`config.mk`:
```
export PLATFORM = sky130hd
export DESIGN_NAME = pt_walker
export DESIGN_NICKNAME = d
export VERILOG_FILES = /design/src/rtl/ptw_pkg.sv /design/src/rtl/ptw_ctrl.sv /design/src/rtl/ptw_dpath.sv /design/src/rtl/pt_walker.sv
export SDC_FILE = /design/constraint.sdc
export NUM_CORES = 1
export LEC_CHECK = 0
export BUFFER_PORTS_ARGS = -buffer_cell sky130_fd_sc_hd__buf_2
export CAP_MARGIN = 30
export CORE_AREA = 2 2 219 167
export DETAILED_ROUTE_END_ITERATION = 10
export DIE_AREA = 0 0 221 169
export GPL_TIMING_DRIVEN = 0
export PLACE_DENSITY = 0.77
export SLEW_MARGIN = 5
export SYNTH_ARGS = -nofsm -noshare
export SYNTH_HDL_FRONTEND = slang
export SYNTH_SLANG_ARGS = --single-unit
```
`constraint.sdc`:
```
create_clock -name clk -period 7.8 [get_ports clk]
set_clock_uncertainty 0.2 [all_clocks]
set_input_delay 1.17 -clock clk [delete_from_list [all_inputs] [get_ports clk]]
set_output_delay 1.17 -clock clk [all_outputs]
set_load 0.01 [all_outputs]
```
`src/rtl/ptw_pkg.sv`:
```
package ptw_pkg;
  localparam int VA_W       = 64;
  localparam int ENT_W      = 64;
  localparam int PAGE_SHIFT = 12;
  localparam int PX_W       = 8;
  localparam int IDX_W      = 11;
  localparam int ENT_SHIFT  = 3;
  localparam int SEG_SHIFT  = PAGE_SHIFT + PX_W;
  localparam int PT_SHIFT   = PX_W + ENT_SHIFT;

  // control element and region/segment entry layout
  localparam int CE_REAL  = 5;
  localparam int LEN_LO   = 0;
  localparam int TYP_LO   = 2;
  localparam int INV_BIT  = 5;
  localparam int OFF_LO   = 6;
  localparam int RO_BIT   = 9;
  localparam int FC_BIT   = 10;
  // page entry layout
  localparam int PG_RSV   = 8;
  localparam int PG_RO    = 9;
  localparam int PG_INV   = 10;

  localparam logic [VA_W-1:0] PAGE_MASK = {{(VA_W-PAGE_SHIFT){1'b1}}, {PAGE_SHIFT{1'b0}}};
  localparam logic [VA_W-1:0] PT_MASK   = {{(VA_W-PT_SHIFT){1'b1}}, {PT_SHIFT{1'b0}}};
  localparam logic [VA_W-1:0] BIG_MASK  = {{(VA_W-SEG_SHIFT){1'b1}}, {SEG_SHIFT{1'b0}}};
  localparam logic [VA_W-1:0] EXC_STORE = VA_W'(64'h400);
  localparam logic [VA_W-1:0] EXC_OTHER = VA_W'(64'h800);
  localparam logic [VA_W-1:0] EXC_PROT  = VA_W'(64'h4);

  typedef enum logic [3:0] {
    FC_NONE = 4'd0, FC_ASCE_TYPE = 4'd1, FC_R1 = 4'd2, FC_R2 = 4'd3,
    FC_R3 = 4'd4, FC_SEG = 4'd5, FC_PAGE = 4'd6, FC_SPEC = 4'd7, FC_PROT = 4'd8
  } fault_e;

  typedef struct packed {
    logic load;
    logic issue;
    logic take;
  } strobe_t;

  typedef struct packed {
    logic startEnd;
    logic entryEnd;
  } status_t;

  function automatic int unsigned idxLsb(input logic [1:0] lvl);
    return SEG_SHIFT + IDX_W * int'(lvl);
  endfunction

  function automatic logic [IDX_W-1:0] tblIdx(input logic [VA_W-1:0] va, input logic [1:0] lvl);
    logic [VA_W-1:0] s;
    s = va >> idxLsb(lvl);
    return s[IDX_W-1:0];
  endfunction

  function automatic logic [1:0] topTwo(input logic [VA_W-1:0] va, input logic [1:0] lvl);
    logic [VA_W-1:0] s;
    s = va >> (idxLsb(lvl) + IDX_W - 2);
    return s[1:0];
  endfunction

  function automatic logic spaceOverflow(input logic [VA_W-1:0] va, input logic [1:0] lvl);
    if (lvl == 2'd3) return 1'b0;
    return (va >> (idxLsb(lvl) + IDX_W)) != '0;
  endfunction

  function automatic fault_e transFault(input logic [1:0] lvl);
    case (lvl)
      2'd3:    return FC_R1;
      2'd2:    return FC_R2;
      2'd1:    return FC_R3;
      default: return FC_SEG;
    endcase
  endfunction

  function automatic logic [VA_W-1:0] excValue(input logic [VA_W-1:0] va, input logic st,
                                               input logic prot, input logic [1:0] asc);
    return va | (st ? EXC_STORE : EXC_OTHER) | (prot ? EXC_PROT : '0) | {{(VA_W-2){1'b0}}, asc};
  endfunction
endpackage

```
`src/rtl/ptw_ctrl.sv`:
```
module ptw_ctrl
  import ptw_pkg::*;
(
  input  logic    clk,
  input  logic    rstN,
  input  logic    startReq,
  input  logic    memRvalid,
  input  status_t sts,
  output strobe_t stb,
  output logic    memReq,
  output logic    busy,
  output logic    done
);
  typedef enum logic [1:0] {S_IDLE, S_ISSUE, S_WAIT, S_DONE} state_e;
  state_e stR, stN;

  always_comb begin
    stN = stR;
    stb = '0;
    case (stR)
      S_IDLE: if (startReq) begin
        stb.load = 1'b1;
        stN = sts.startEnd ? S_DONE : S_ISSUE;
      end
      S_ISSUE: begin
        stb.issue = 1'b1;
        stN = S_WAIT;
      end
      S_WAIT: if (memRvalid) begin
        stb.take = 1'b1;
        stN = sts.entryEnd ? S_DONE : S_ISSUE;
      end
      default: stN = S_IDLE;
    endcase
  end

  always_ff @(posedge clk or negedge rstN) begin
    if (!rstN) stR <= S_IDLE;
    else       stR <= stN;
  end

  assign memReq = stb.issue;
  assign busy   = (stR != S_IDLE);
  assign done   = (stR == S_DONE);

  // completion is a single-cycle pulse
  p_done_pulse_r11: assert property (@(posedge clk) disable iff (!rstN) done |=> !done);
  // a request is always followed by a wait, never a second request
  p_req_gap_r11: assert property (@(posedge clk) disable iff (!rstN) memReq |=> !memReq);
  // a start while busy never reloads the walk
  p_busy_no_load_r11: assert property (@(posedge clk) disable iff (!rstN)
    (busy && startReq) |-> !stb.load);
endmodule

```
`src/rtl/ptw_dpath.sv`:
```
module ptw_dpath
  import ptw_pkg::*;
(
  input  logic             clk,
  input  logic             rstN,
  input  strobe_t          stb,
  input  logic [VA_W-1:0]  vaIn,
  input  logic [VA_W-1:0]  ctlElem,
  input  logic [1:0]       ascCode,
  input  logic             isStore,
  input  logic             largeEn,
  input  logic [ENT_W-1:0] memRdata,
  output logic [VA_W-1:0]  memAddr,
  output status_t          sts,
  output logic [VA_W-1:0]  frameOut,
  output logic             writeOk,
  output logic             faultValid,
  output logic [3:0]       faultClass,
  output logic [VA_W-1:0]  excCode
);
  // walk state
  logic [VA_W-1:0] vaR, originR;
  logic [1:0]      lvlR, ascR;
  logic            storeR, largeR, wrR, pageR;
  // result state
  logic [VA_W-1:0] frameR, excR;
  logic            wrOutR, fvR;
  fault_e          fcR;

  // start checks, evaluated on the inputs in the load cycle
  logic [VA_W-1:0] vaNew;
  logic [1:0]      lvlNew;
  logic            startReal;
  fault_e          startFault;

  always_comb begin
    vaNew      = vaIn & PAGE_MASK;
    lvlNew     = ctlElem[TYP_LO +: 2];
    startReal  = ctlElem[CE_REAL];
    startFault = FC_NONE;
    if (!startReal) begin
      if (spaceOverflow(vaNew, lvlNew))
        startFault = FC_ASCE_TYPE;
      else if (topTwo(vaNew, lvlNew) > ctlElem[LEN_LO +: 2])
        startFault = transFault(lvlNew);
    end
  end

  assign sts.startEnd = startReal || (startFault != FC_NONE);

  // entry decode, evaluated on the returned entry in the take cycle
  logic            entEnd, wrNext, pageNext;
  fault_e          entFault;
  logic [VA_W-1:0] frameNext, originNext;
  logic [1:0]      lvlNext, nextTop;

  always_comb begin
    entEnd     = 1'b0;
    entFault   = FC_NONE;
    wrNext     = wrR;
    frameNext  = '0;
    originNext = originR;
    lvlNext    = lvlR;
    pageNext   = pageR;
    nextTop    = topTwo(vaR, lvlR - 2'd1);
    if (pageR) begin
      entEnd = 1'b1;
      if (memRdata[PG_INV])      entFault = FC_PAGE;
      else if (memRdata[PG_RSV]) entFault = FC_SPEC;
      else begin
        wrNext    = wrR & ~memRdata[PG_RO];
        frameNext = memRdata & PAGE_MASK;
      end
    end else if (memRdata[INV_BIT]) begin
      entEnd   = 1'b1;
      entFault = transFault(lvlR);
    end else if (memRdata[TYP_LO +: 2] != lvlR) begin
      entEnd   = 1'b1;
      entFault = FC_SPEC;
    end else if (lvlR == 2'd0) begin
      wrNext = wrR & ~memRdata[RO_BIT];
      if (memRdata[FC_BIT] && largeR) begin
        entEnd    = 1'b1;
        frameNext = (memRdata & BIG_MASK) | (vaR & ~BIG_MASK);
      end else begin
        pageNext   = 1'b1;
        originNext = memRdata & PT_MASK;
      end
    end else if ((nextTop < memRdata[OFF_LO +: 2]) || (nextTop > memRdata[LEN_LO +: 2])) begin
      entEnd   = 1'b1;
      entFault = transFault(lvlR - 2'd1);
    end else begin
      wrNext     = wrR & ~(largeR & memRdata[RO_BIT]);
      originNext = memRdata & PAGE_MASK;
      lvlNext    = lvlR - 2'd1;
    end
    if (entEnd && (entFault == FC_NONE) && storeR && !wrNext)
      entFault = FC_PROT;
  end

  assign sts.entryEnd = entEnd;

  // read address for the current step
  always_comb begin
    if (pageR)
      memAddr = originR + {{(VA_W-PX_W-ENT_SHIFT){1'b0}}, vaR[SEG_SHIFT-1:PAGE_SHIFT], {ENT_SHIFT{1'b0}}};
    else
      memAddr = originR + ({{(VA_W-IDX_W){1'b0}}, tblIdx(vaR, lvlR)} << ENT_SHIFT);
  end

  always_ff @(posedge clk or negedge rstN) begin
    if (!rstN) begin
      vaR <= '0; originR <= '0; lvlR <= '0; ascR <= '0;
      storeR <= 1'b0; largeR <= 1'b0; wrR <= 1'b0; pageR <= 1'b0;
      frameR <= '0; excR <= '0; wrOutR <= 1'b0; fvR <= 1'b0; fcR <= FC_NONE;
    end else if (stb.load) begin
      vaR     <= vaNew;
      originR <= ctlElem & PAGE_MASK;
      lvlR    <= lvlNew;
      ascR    <= ascCode;
      storeR  <= isStore;
      largeR  <= largeEn;
      wrR     <= 1'b1;
      pageR   <= 1'b0;
      if (sts.startEnd) begin
        fvR    <= (startFault != FC_NONE);
        fcR    <= startFault;
        frameR <= (startFault == FC_NONE) ? vaNew : '0;
        wrOutR <= (startFault == FC_NONE);
        excR   <= (startFault == FC_NONE) ? '0 : excValue(vaNew, isStore, 1'b0, ascCode);
      end
    end else if (stb.take) begin
      wrR     <= wrNext;
      originR <= originNext;
      lvlR    <= lvlNext;
      pageR   <= pageNext;
      if (entEnd) begin
        fvR    <= (entFault != FC_NONE);
        fcR    <= entFault;
        frameR <= (entFault == FC_NONE) ? frameNext : '0;
        wrOutR <= (entFault == FC_NONE) && wrNext;
        excR   <= (entFault == FC_NONE) ? '0 : excValue(vaR, storeR, entFault == FC_PROT, ascR);
      end
    end
  end

  assign frameOut   = frameR;
  assign writeOk    = wrOutR;
  assign faultValid = fvR;
  assign faultClass = fcR;
  assign excCode    = excR;

  // every entry address is 8-byte aligned
  p_addr_aligned_r4: assert property (@(posedge clk) disable iff (!rstN)
    stb.issue |-> (memAddr[ENT_SHIFT-1:0] == '0));
  // the latched address only changes when a new walk is accepted
  p_va_stable_r11: assert property (@(posedge clk) disable iff (!rstN)
    !stb.load |=> $stable(vaR));
  // a protection fault only follows a store walk
  p_prot_store_r9: assert property (@(posedge clk) disable iff (!rstN)
    (stb.take && sts.entryEnd) |=> (fcR != FC_PROT) || storeR);
  // a faulted walk never reports write permission
  p_fault_no_write_r9: assert property (@(posedge clk) disable iff (!rstN)
    (stb.take && sts.entryEnd) |=> !(fvR && writeOk));
endmodule

```
`src/rtl/pt_walker.sv`:
```
module pt_walker
  import ptw_pkg::*;
(
  input  logic        clk,
  input  logic        rstN,
  input  logic        startReq,
  input  logic [63:0] vaIn,
  input  logic [63:0] ctlElem,
  input  logic [1:0]  ascCode,
  input  logic        isStore,
  input  logic        largeEn,
  output logic        memReq,
  output logic [63:0] memAddr,
  input  logic [63:0] memRdata,
  input  logic        memRvalid,
  output logic        busy,
  output logic        done,
  output logic [63:0] frameOut,
  output logic        writeOk,
  output logic        faultValid,
  output logic [3:0]  faultClass,
  output logic [63:0] excCode
);
  strobe_t stb;
  status_t sts;

  ptw_ctrl uCtrl (
    .clk(clk), .rstN(rstN), .startReq(startReq), .memRvalid(memRvalid),
    .sts(sts), .stb(stb), .memReq(memReq), .busy(busy), .done(done)
  );

  ptw_dpath uDpath (
    .clk(clk), .rstN(rstN), .stb(stb), .vaIn(vaIn), .ctlElem(ctlElem),
    .ascCode(ascCode), .isStore(isStore), .largeEn(largeEn), .memRdata(memRdata),
    .memAddr(memAddr), .sts(sts), .frameOut(frameOut), .writeOk(writeOk),
    .faultValid(faultValid), .faultClass(faultClass), .excCode(excCode)
  );
endmodule

```
==> metrics.yaml, run 1 <==
logic_synthesis:
  synth_edf_count: 0
  synthArstFlopShare_pct: 100
  yosysSeqAreaShare_pct: 32.3
  yosys_warnings: 0
  synth_common_cells: "nand2_1 (454), dfrtp_1 (230), inv_1 (136), nor2_1 (110), mux4_2 (85)"
  syn_inst: 1936
  yosys.area.top_type_share_pct: 32.3
  synthDistinctLibCells: 94
  post_synth.cell_area_avg_sq_um: 9.20
  netlist_area_sq_um: 17800
  synth_top_cell_by_area: "dfrtp_1"
  synth_most_common_cell: "nand2_1"
  yosys_register_bits: 230
  ys_top_cells_by_area: "dfrtp_1 (32%), mux4_2 (11%), nand2_1 (9.6%)"
  synthFlopType: "dfrtp_1"
global_routing:
  grt_pass1_wl_microns: 111000
  overflow: 0
  grt_pass1_vias: 17500
  grtUsageTotal_pct: 38.9
  grt_max_degree: 104
  antenna_found_initial: 0
job:
  max-cap-violations: 0
clock_tree:
  worstSkewPairLatency_ns: 0.56
  hold_buffers: 0
  tritoncts: "built"
  h-tree-depth: 1
  clk_path_buf_depth: 3
  cts_root_buffer: "clkbuf_16"
  numCtsBuffers: 25
  clkTransAtPathRegs_ns: 0.06
  clock-sinks: 230
power:
  ir_drop_uv: 384
  total_power_mw: 9.46
  power_density_nw_per_um2: 435
  power_leakage_nw: 9.91
critical_path:
  startpoint: "uDpath.lvlR[0]"
  cpPeakStageDelay_ns: 0.41
  worstPathMaxFanout: 13
  startpoint_type: "flop"
  critPathKind: "flop to output pin"
  crit_required_ns: 6.43
  reg2reg_from: "uDpath.lvlR[0]"
  r2r_cells: 25
  critPathArrivalTime_ns: 6.27
  crit_path_end_kind: "output pin"
  slowest_stage: "dfrtp_2"
floorplan:
  die_h_microns: 169
  num_io_pins: 401
  die_w_microns: 221
  num_rows: 60
  dieArea_sq_um: 37300
  initial_core_util_pct: 50.4
  coreArea_sq_um: 35400
sta:
  tns_ns: 0
  period_share_pct: 97.9
  finalSetupViolCount: 0
  holdWs_ns: 0.269
  hold_viol_final: 0
  period_needed_ns: 7.64
  drv_slew: 0
  max_slew_margin_pct: 35.1
  fmax_mhz: 131
  tightest_slew_ns: 0.974
placement:
  hpwl_microns: 57600
  io_buffers: 355
  dp.cells: 2782
  placed_cell_area_sq_um: 20300
  globalplace.congestion: 1.01
layout:
  drive_above_1_share_pct: 33.9
  regArea_sq_um: 5760
  nFillCells: 3019
  stdcell_count: 2847
  n_antenna_cell: 0
  area_growth_pct: 22.1
  multi_input_area_sq_um: 10900
  final_area_sq_um: 21700
  nets: 2592
routing:
  avgRoutedWirePerCell_microns: 26.2
  drc: 0
  wl_microns: 74500
  drt_iter0_drc: 2139
  routed_via_density: 6.40
  vias: 18200
  drt.antenna.violating_nets: 0
  first_pass_iters: 6
status:
  status: "completed"
hold_path:
  hold_class: "primary input to asynchronous set/reset pin"
what timing repair did:
action	in CTS	in global routing
pin swaps	7	7
endpoints found under the setup margin	229	176
buffers inserted	17	7
gates resized for setup	87	48
flip-flops by register name, summed over array words and instances, names as in the netlist:
signal and flops:
uDpath.originR 53, uDpath.vaR 52, uDpath.writeOk 1, uDpath.ascR 2, uDpath.faultValid 1, uDpath.frameOut 52, uCtrl.stR 2, uDpath.storeR 1
uDpath.lvlR 2, uDpath.largeR 1, uDpath.faultClass 4, uDpath.excCode 57, uDpath.wrR 1, uDpath.pageR 1
power by group:
part	switching (mW)	total, mW	leakage [nW]	internal (mW)
clock	0.523	1.18	0.388	0.657
sequential	0.629	2.33	2.95	1.70
combinational	3.50	5.95	6.58	2.44
stage by stage:
stage	util (%)	worst slack, ns
global placement	57.2	-3.75
detailed placement	57.5	-3.28
global route	61.5	-0.0353
floorplan	-	0.127
finish	61.5	0.163
CTS	60.9	0.0133
path summary, 6_finish.rpt:
path / slack [ns] / end
min reg2reg: 0.29 / uDpath.ascR[1]
max in group asynchronous: 6.31 / uDpath.originR[50]
max: 0.16 / memAddr[62]
min in group clk: 0.29 / uDpath.ascR[1]
max reg2reg: 0.18 / uDpath.excCode[18]
min: 0.27 / uDpath.originR[29]
per-layer routing:
metal,track usage (%),vias to the layer above,part of all wire (%)
li1,-,7791,-
met1,54.5,8993,40
met5,0,-,0
met4,15.0,0,4.3
met2,58.1,1260,43
met3,10.0,168,12
final cells by class:
type                       instances  share of cell area (%)
multi-input combinational       1424                    50.1
sequential                       230                    26.5
timing repair buffer             384                    9.53
buffer                           160                    5.05
clock buffer                      35                    3.37
tap                              465                    2.68
inverter                         140                    2.45
clock inverter                     9                   0.294
worst max-delay path, delay by kind of cell, from the launching register on:
family / cells / cell delay (ns)
xor gates and xnor gates: 1 / 0.20
muxes: 1 / 0.35
DFF: 1 / 0.41
buffers and inverters: 9 / 1.39
AOI/OAI and AO/OA: 7 / 1.15
and+or+nand+nor: 8 / 1.60
adders and majority gates: 2 / 0.61
cells in the final DEF (no fill, tap or decap), drive strengths merged, types with 14 or more instances in the layout:
cell    instances
mux2           33
conb           22
a21oi          50
a22oi          36
xor2           16
inv           141
nor2b          16
nand2         454
and3           14
dfrtp         230
nand3          36
ha             26
mux4           85
clkbuf        102
xnor2          39
o221ai        113
buf           477
o211ai         20
nor2          111
mux2i          76
nor3           18
o21ai          68
cells by family after synthesis:
| group | after synthesis | synth area share [%] |
|---|---|---|
| fa+ha+maj | 27 | 1.94 |
| mux | 194 | 17.2 |
| simple gates | 722 | 17.6 |
| other cells | 1 | 0.0211 |
| xor+xnor | 55 | 2.71 |
| compound gates | 404 | 19.9 |
| flops | 230 | 32.3 |
| buf+inv | 303 | 8.38 |
No activity file was read; power rests on OpenSTA's default activity.
==> run 2, diff against run 1 <==
- CORE_AREA: 2 2 219 167 -> 2 2 204 156
- DIE_AREA: 0 0 221 169 -> 0 0 206 158
- PLACE_DENSITY: 0.77 -> 0.75
- SYNTH_HIERARCHICAL: not set -> 1
==> metrics.yaml, run 2 <==
clock_tree:
  tritoncts: "built"
  cts_root_buffer: "clkbuf_16"
  hold_buffers: 0  # unchanged
  clock-sinks: 230  # unchanged
  numCtsBuffers: 25  # unchanged
  cts_setup_buffers: 0  # -17
  worstSkewPairLatency_ns: 0.55  # about the same
  clkTransAtPathRegs_ns: 0.06  # about the same
  h-tree-depth: 1  # unchanged
  clk_path_buf_depth: 3  # unchanged
logic_synthesis:
  netlist_area_sq_um: 14500  # -19%
  yosys_warnings: 6  # +6
  post_synth.cell_area_avg_sq_um: 9.58  # +4.1%
  syn_inst: 1510  # -22%
sta:
  postLayoutSetupSlackWorst_ns: 0.323  # +0.160 ns
  period_needed_ns: 7.48  # -0.160 ns
  tightest_slew_ns: 0.945  # -0.0287 ns
  rsz0062_at_grt: "no"
  drv_slew: 0  # unchanged
  finalSetupViolCount: 0  # unchanged
  hold_viol_final: 0  # unchanged
  max_slew_margin_pct: 37.0  # +1.9 points
  period_share_pct: 95.9  # -2.1 points
  fmax_mhz: 134  # +2.1%
  holdWs_ns: 0.257  # -0.0123 ns
layout:
  area_growth_pct: 22.3
  drive_above_1_share_pct: 32.1  # -1.8 points
  largest_reg_flops: 57  # unchanged
  final_area_sq_um: 17700  # -19%
  layout_commonest_cell: "buf_2"
  nets: 2132  # -18%
  multi_input_area_sq_um: 7940  # -27%
  post-route-util_pct: 57.6  # -3.9 points
  final_cell_mix: "buf_2 (381), dfrtp_1 (230), nor2_1 (204)"
  nFillCells: 2789  # -7.6%
  regArea_sq_um: 5760  # about the same
power:
  total_power_mw: 7.76  # -18%
  power_leakage_nw: 8.26  # -17%
  power_density_nw_per_um2: 439  # +0.87%
  ir_drop_uv: 187  # -51%
routing:
  routed_via_density: 6.09  # -4.9%
  drc: 0  # unchanged
  drt_iter0_drc: 1455  # -32%
  first_pass_iters: 6  # unchanged
  drt.antenna.violating_nets: 0  # unchanged
  wl_microns: 55700  # -25%
  vias: 14200  # -22%
  avgRoutedWirePerCell_microns: 23.8  # -8.8%
placement:
  globalplace.congestion: 1.02  # +0.98%
  io_buffers: 351  # -1.1%
  pre_cts_slack_ns: -0.809  # +2.48 ns
  placed_cell_area_sq_um: 16900  # -17%
  hpwl_microns: 42800  # -26%
global_routing:
  grt_max_degree: 114  # +9.6%
  grt_pass1_wl_microns: 82500  # -26%
  grt_pass1_vias: 13600  # -23%
  overflow: 0  # unchanged
  antenna_found_initial: 4  # +4
  grtUsageTotal_pct: 33.5  # -5.4 points
critical_path:
  critPathArrivalTime_ns: 7.75  # +1.48 ns
  crit_path_end_kind: "flop"
  startpoint_type: "primary input"
  reg2reg_from: "uDpath/lvlR[1]"
  worstPathMaxFanout: 15  # +2
  crit_required_ns: 8.07  # +1.64 ns
  critPathKind: "primary input to flop"
  startpoint: "ctlElem[2]"
status:
  status: "completed"
floorplan:
  dieArea_sq_um: 32500  # -13%
  num_io_pins: 401  # unchanged
  num_rows: 56  # -6.7%
  die_h_microns: 158  # -6.5%
  die_w_microns: 206  # -6.8%
  coreArea_sq_um: 30700  # -13%
  initial_core_util_pct: 47.1  # -3.2 points
hold_path:
  hold_class: "primary input to asynchronous set/reset pin"
job:
  max-cap-violations: 0  # unchanged
run 2: layout make-up:
class,instances,share of cell area (%)
antenna,4,0.0566
timing repair buffer,353,10.3
buffer,136,3.89
clock inverter,10,0.609
clock buffer,33,3.88
tap,406,2.87
inverter,44,0.934
sequential,230,32.6
multi-input combinational,1120,44.9
run 2: metal layers:
metal  wire [microns]  GRT usage (%)  up-vias
li1                 -              -     6204
met1            23300           47.0     7035
met2            24500           51.4      861
met3             6250           8.40      113
met4             1600           9.73        4
met5               29              0        -
run 2: power breakdown:
part	internal [mW]	switching [mW]	leakage, nW
Sequential	1.81	0.609	2.73
Clock	0.683	0.504	0.396
Combinational	1.76	2.40	5.13
Total	4.25	3.51	8.26
run 2: final timing paths:
check	cells past startpoint	to	slack [ns]
setup / recovery	21	uDpath/excCode[61]	0.32
hold / removal	1	uDpath/excCode[12]	0.26
setup reg to reg	21	uDpath/excCode[40]	0.37
hold reg to reg	1	uDpath/writeOk	0.30
max in group asynchronous	2	uDpath/originR[38]	6.25
min in group clk	1	uDpath/writeOk	0.30
run 2: worst max-delay path, cell delays in order:
cell	delay, ns
buf_2	0.14
buf_2	0.25
inv_1	0.34
ha_1	0.40
buf_2	0.27
buf_2	0.31
buf_1	0.53
clkbuf_2	0.47
mux4_2	0.40
mux4_2	0.52
o21ai_0	0.16
nor2_1	0.07
ha_1	0.29
a21oi_1	0.06
a211oi_1	0.43
o41ai_1	0.20
and3_1	0.25
a211oi_4	0.58
buf_2	0.47
a22oi_1	0.21
a21oi_1	0.19
run 2: timing repair:
action / CTS / global route
endpoints found under the setup margin: 41 / 37
endpoints found under the hold margin: 0 / 0
resized for setup: 2 / 2
run 2: metrics by stage:
step,TNS (ns),std cells
4_1_cts,0,2333
3_5_place_dp,-49.41,2290
2_1_floorplan,0,1531
6_report,0,2336
5_1_grt,0,2334
3_3_place_gp,-45.81,2288
==> run 3, diff against run 2 <==
- ABC_AREA: not set -> 1
- CORE_AREA: 2 2 204 156 -> 2 2 210 161
- DIE_AREA: 0 0 206 158 -> 0 0 212 163
- PLACE_DENSITY: 0.75 -> 0.77
==> metrics.yaml, run 3 <==
critical_path:
  crit_path_end_kind: "output pin"
  worstPathMaxFanout: 19  # +4
  r2r-end: "uDpath/excCode[57]"
  crit_path_end: "memAddr[63]"
  r2r_cells: 24  # +14%
  startpoint: "uDpath/lvlR[0]"
  cp_cell_sequence: "buf_2, buf_4, clkbuf_1, nand2_1, o211ai_1, inv_1, nor3_1, inv_1, fa_1, nor2_1, o21ai_0, nor2_1, nand2_1, nor2_1, nor4b_2, nand2_1, inv_1, nand3_1, nor4b_1, xor2_1, buf_2"
  critPathArrivalTime_ns: 6.22  # -1.53 ns
  critPathKind: "flop to output pin"
  cpPeakStageDelay_ns: 0.50  # -0.08 ns
  reg2reg_from: "uDpath/lvlR[1]"
  rrSetupSlack_ns: 1.37  # +1.00 ns
  startpoint_type: "flop"
  slowest_stage: "nor3_1"
  crit_required_ns: 6.43  # -1.64 ns
clock_tree:
  clock-sinks: 230  # unchanged
  tritoncts: "built"
  hold_buffers: 0  # unchanged
  clkTransAtPathRegs_ns: 0.06  # about the same
  worstSkewPairLatency_ns: 0.54  # about the same
  clk_path_buf_depth: 3  # unchanged
  h-tree-depth: 1  # unchanged
  numCtsBuffers: 24  # -4.0%
  cts_root_buffer: "clkbuf_16"
layout:
  nets: 3090  # +45%
  final_cell_mix: "nand2_1 (855), buf_2 (391), nand3_1 (350)"
  largest_reg_flops: 57  # unchanged
  regArea_sq_um: 5760  # unchanged
  nFillCells: 3193  # +14%
  area_growth_pct: 20.5
  final_area_sq_um: 19400  # +9.5%
  n_antenna_cell: 0  # -4
  drive_above_1_share_pct: 17.1  # -15 points
  layout_commonest_cell: "nand2_1"
  multi_input_area_sq_um: 8520  # +7.4%
logic_synthesis:
  yosys_warnings: 6  # unchanged
  netlist_area_sq_um: 16100  # +11%
  post_synth.cell_area_avg_sq_um: 6.52  # -32%
  syn_inst: 2463  # +63%
routing:
  first_pass_iters: 5  # -1
  avgRoutedWirePerCell_microns: 21.9  # -8.3%
  vias: 19400  # +36%
  drc: 0  # unchanged
  drt.antenna.violating_nets: 0  # unchanged
  drt_iter0_drc: 3158  # +120%
  wl_microns: 72800  # +31%
  routed_via_density: 5.81  # -4.5%
power:
  power_leakage_nw: 11.2  # +36%
  ir_drop_uv: 193  # +2.8%
  power_density_nw_per_um2: 374  # -15%
  total_power_mw: 7.24  # -6.7%
sta:
  drv_slew: 0  # unchanged
  tns_ns: 0  # unchanged
  finalSetupViolCount: 0  # unchanged
  rsz0062_at_grt: "no"
  postLayoutSetupSlackWorst_ns: 0.207  # -0.116 ns
  period_share_pct: 97.4  # +1.5 points
  tightest_slew_ns: 1.01  # +0.0689 ns
  hold_viol_final: 0  # unchanged
  period_needed_ns: 7.59  # +0.116 ns
  max_slew_margin_pct: 32.4  # -4.6 points
  fmax_mhz: 132  # -1.5%
global_routing:
  grtUsageTotal_pct: 41.3  # +7.8 points
  grt_pass1_vias: 17600  # +30%
  antenna_found_initial: 1  # -3
  grt_max_degree: 110  # -3.5%
  grt_pass1_wl_microns: 107000  # +29%
  overflow: 0  # unchanged
floorplan:
  dieArea_sq_um: 34600  # +6.2%
  num_rows: 58  # +3.6%
  die_w_microns: 212  # +2.9%
  coreArea_sq_um: 32700  # +6.6%
  num_io_pins: 401  # unchanged
  initial_core_util_pct: 49.1  # +1.9 points
  die_h_microns: 163  # +3.2%
placement:
  hpwl_microns: 58200  # +36%
  placed_cell_area_sq_um: 18600  # +10%
  io_buffers: 358  # +2.0%
  globalplace.congestion: 1.06  # +4.1%
  pre_cts_slack_ns: 0.390  # +1.20 ns
job:
  max-cap-violations: 0  # unchanged
status:
  status: "completed"
hold_path:
  hold_class: "flop to flop"
-- run 3: cell types whose count changed in the layout (fill, tap and decap cells not counted), sizes merged, moves of 50 or more --
| cell | previous run | this run |
|---|---|---|
| nand2 | 119 | 859 |
| mux2 | 60 | 0 |
| mux2i | 83 | 0 |
| inv | 46 | 251 |
| nand3 | 30 | 352 |
| nor2 | 205 | 120 |
| o21ai | 91 | 141 |
| nand4 | 12 | 68 |
-- run 3: cell type report --
type                    count  share of cell area (%)
multi-input cells        1823                    44.0
plain buffers             177                    4.74
clock buffers              32                    3.63
clock inverters             7                   0.485
repair buffers            360                    9.59
flip-flops and latches    230                    29.7
inverters                 252                    4.89
well taps                 450                    2.91
-- run 3: timing repair --
action,CTS,global route
gates resized for setup,2,0
setup endpoints to repair,2,10
buffers inserted,0,0
-- run 3: how the worst min path moves through the flow --
stage / cells past startpoint / startpoint / endpoint / slack [ns]
final: 2 / uDpath/wrR / uDpath/wrR / 0.30
after global routing: 2 / uDpath/frameOut[25] / uDpath/frameOut[25] / 0.33
after CTS: 2 / uDpath/originR[11] / uDpath/originR[11] / 0.30
after detailed placement: 2 / uDpath/ascR[1] / uDpath/ascR[1] / 0.27
after global placement: 2 / uDpath/ascR[0] / uDpath/ascR[0] / 0.26
after floorplan: 2 / uDpath/ascR[0] / uDpath/ascR[0] / 0.24
-- run 3: routing by layer --
layer	wire, microns	vias up	global-route usage (%)
li1	-	8711	-
met1	31900	9128	62.3
met2	29100	1320	57.3
met3	8840	196	9.06
met4	2970	0	15.1
met5	0	-	0
-- run 3: through the flow --
| stage | cells | util (%) | hold slack (ns) |
|---|---|---|---|
| 5_1_grt | 3331 | 59.1 | 0.325 |
| 3_3_place_gp | 3292 | 56.5 | 0.256 |
| 2_1_floorplan | 2484 | - | 0.243 |
| 4_1_cts | 3333 | 59.2 | 0.300 |
| 3_5_place_dp | 3294 | 56.7 | 0.267 |
| 6_report | 3331 | 59.1 | 0.300 |
-- run 3: where the power goes --
group	switching [mW]	internal, mW	leakage, nW
clock network	0.492	0.693	0.387
registers	0.444	1.66	2.97
logic	2.71	1.24	7.84
total	3.65	3.59	11.2
-- run 3: critical path, delay by kind of cell, from the launching register on --
| kind | cells | cell delay (ns) |
|---|---|---|
| compound gates | 2 | 0.27 |
| xor+xnor | 1 | 0.21 |
| fa+ha+maj | 1 | 0.47 |
| buf+inv | 7 | 1.60 |
| flops | 1 | 0.45 |
| simple gates | 10 | 2.65 |
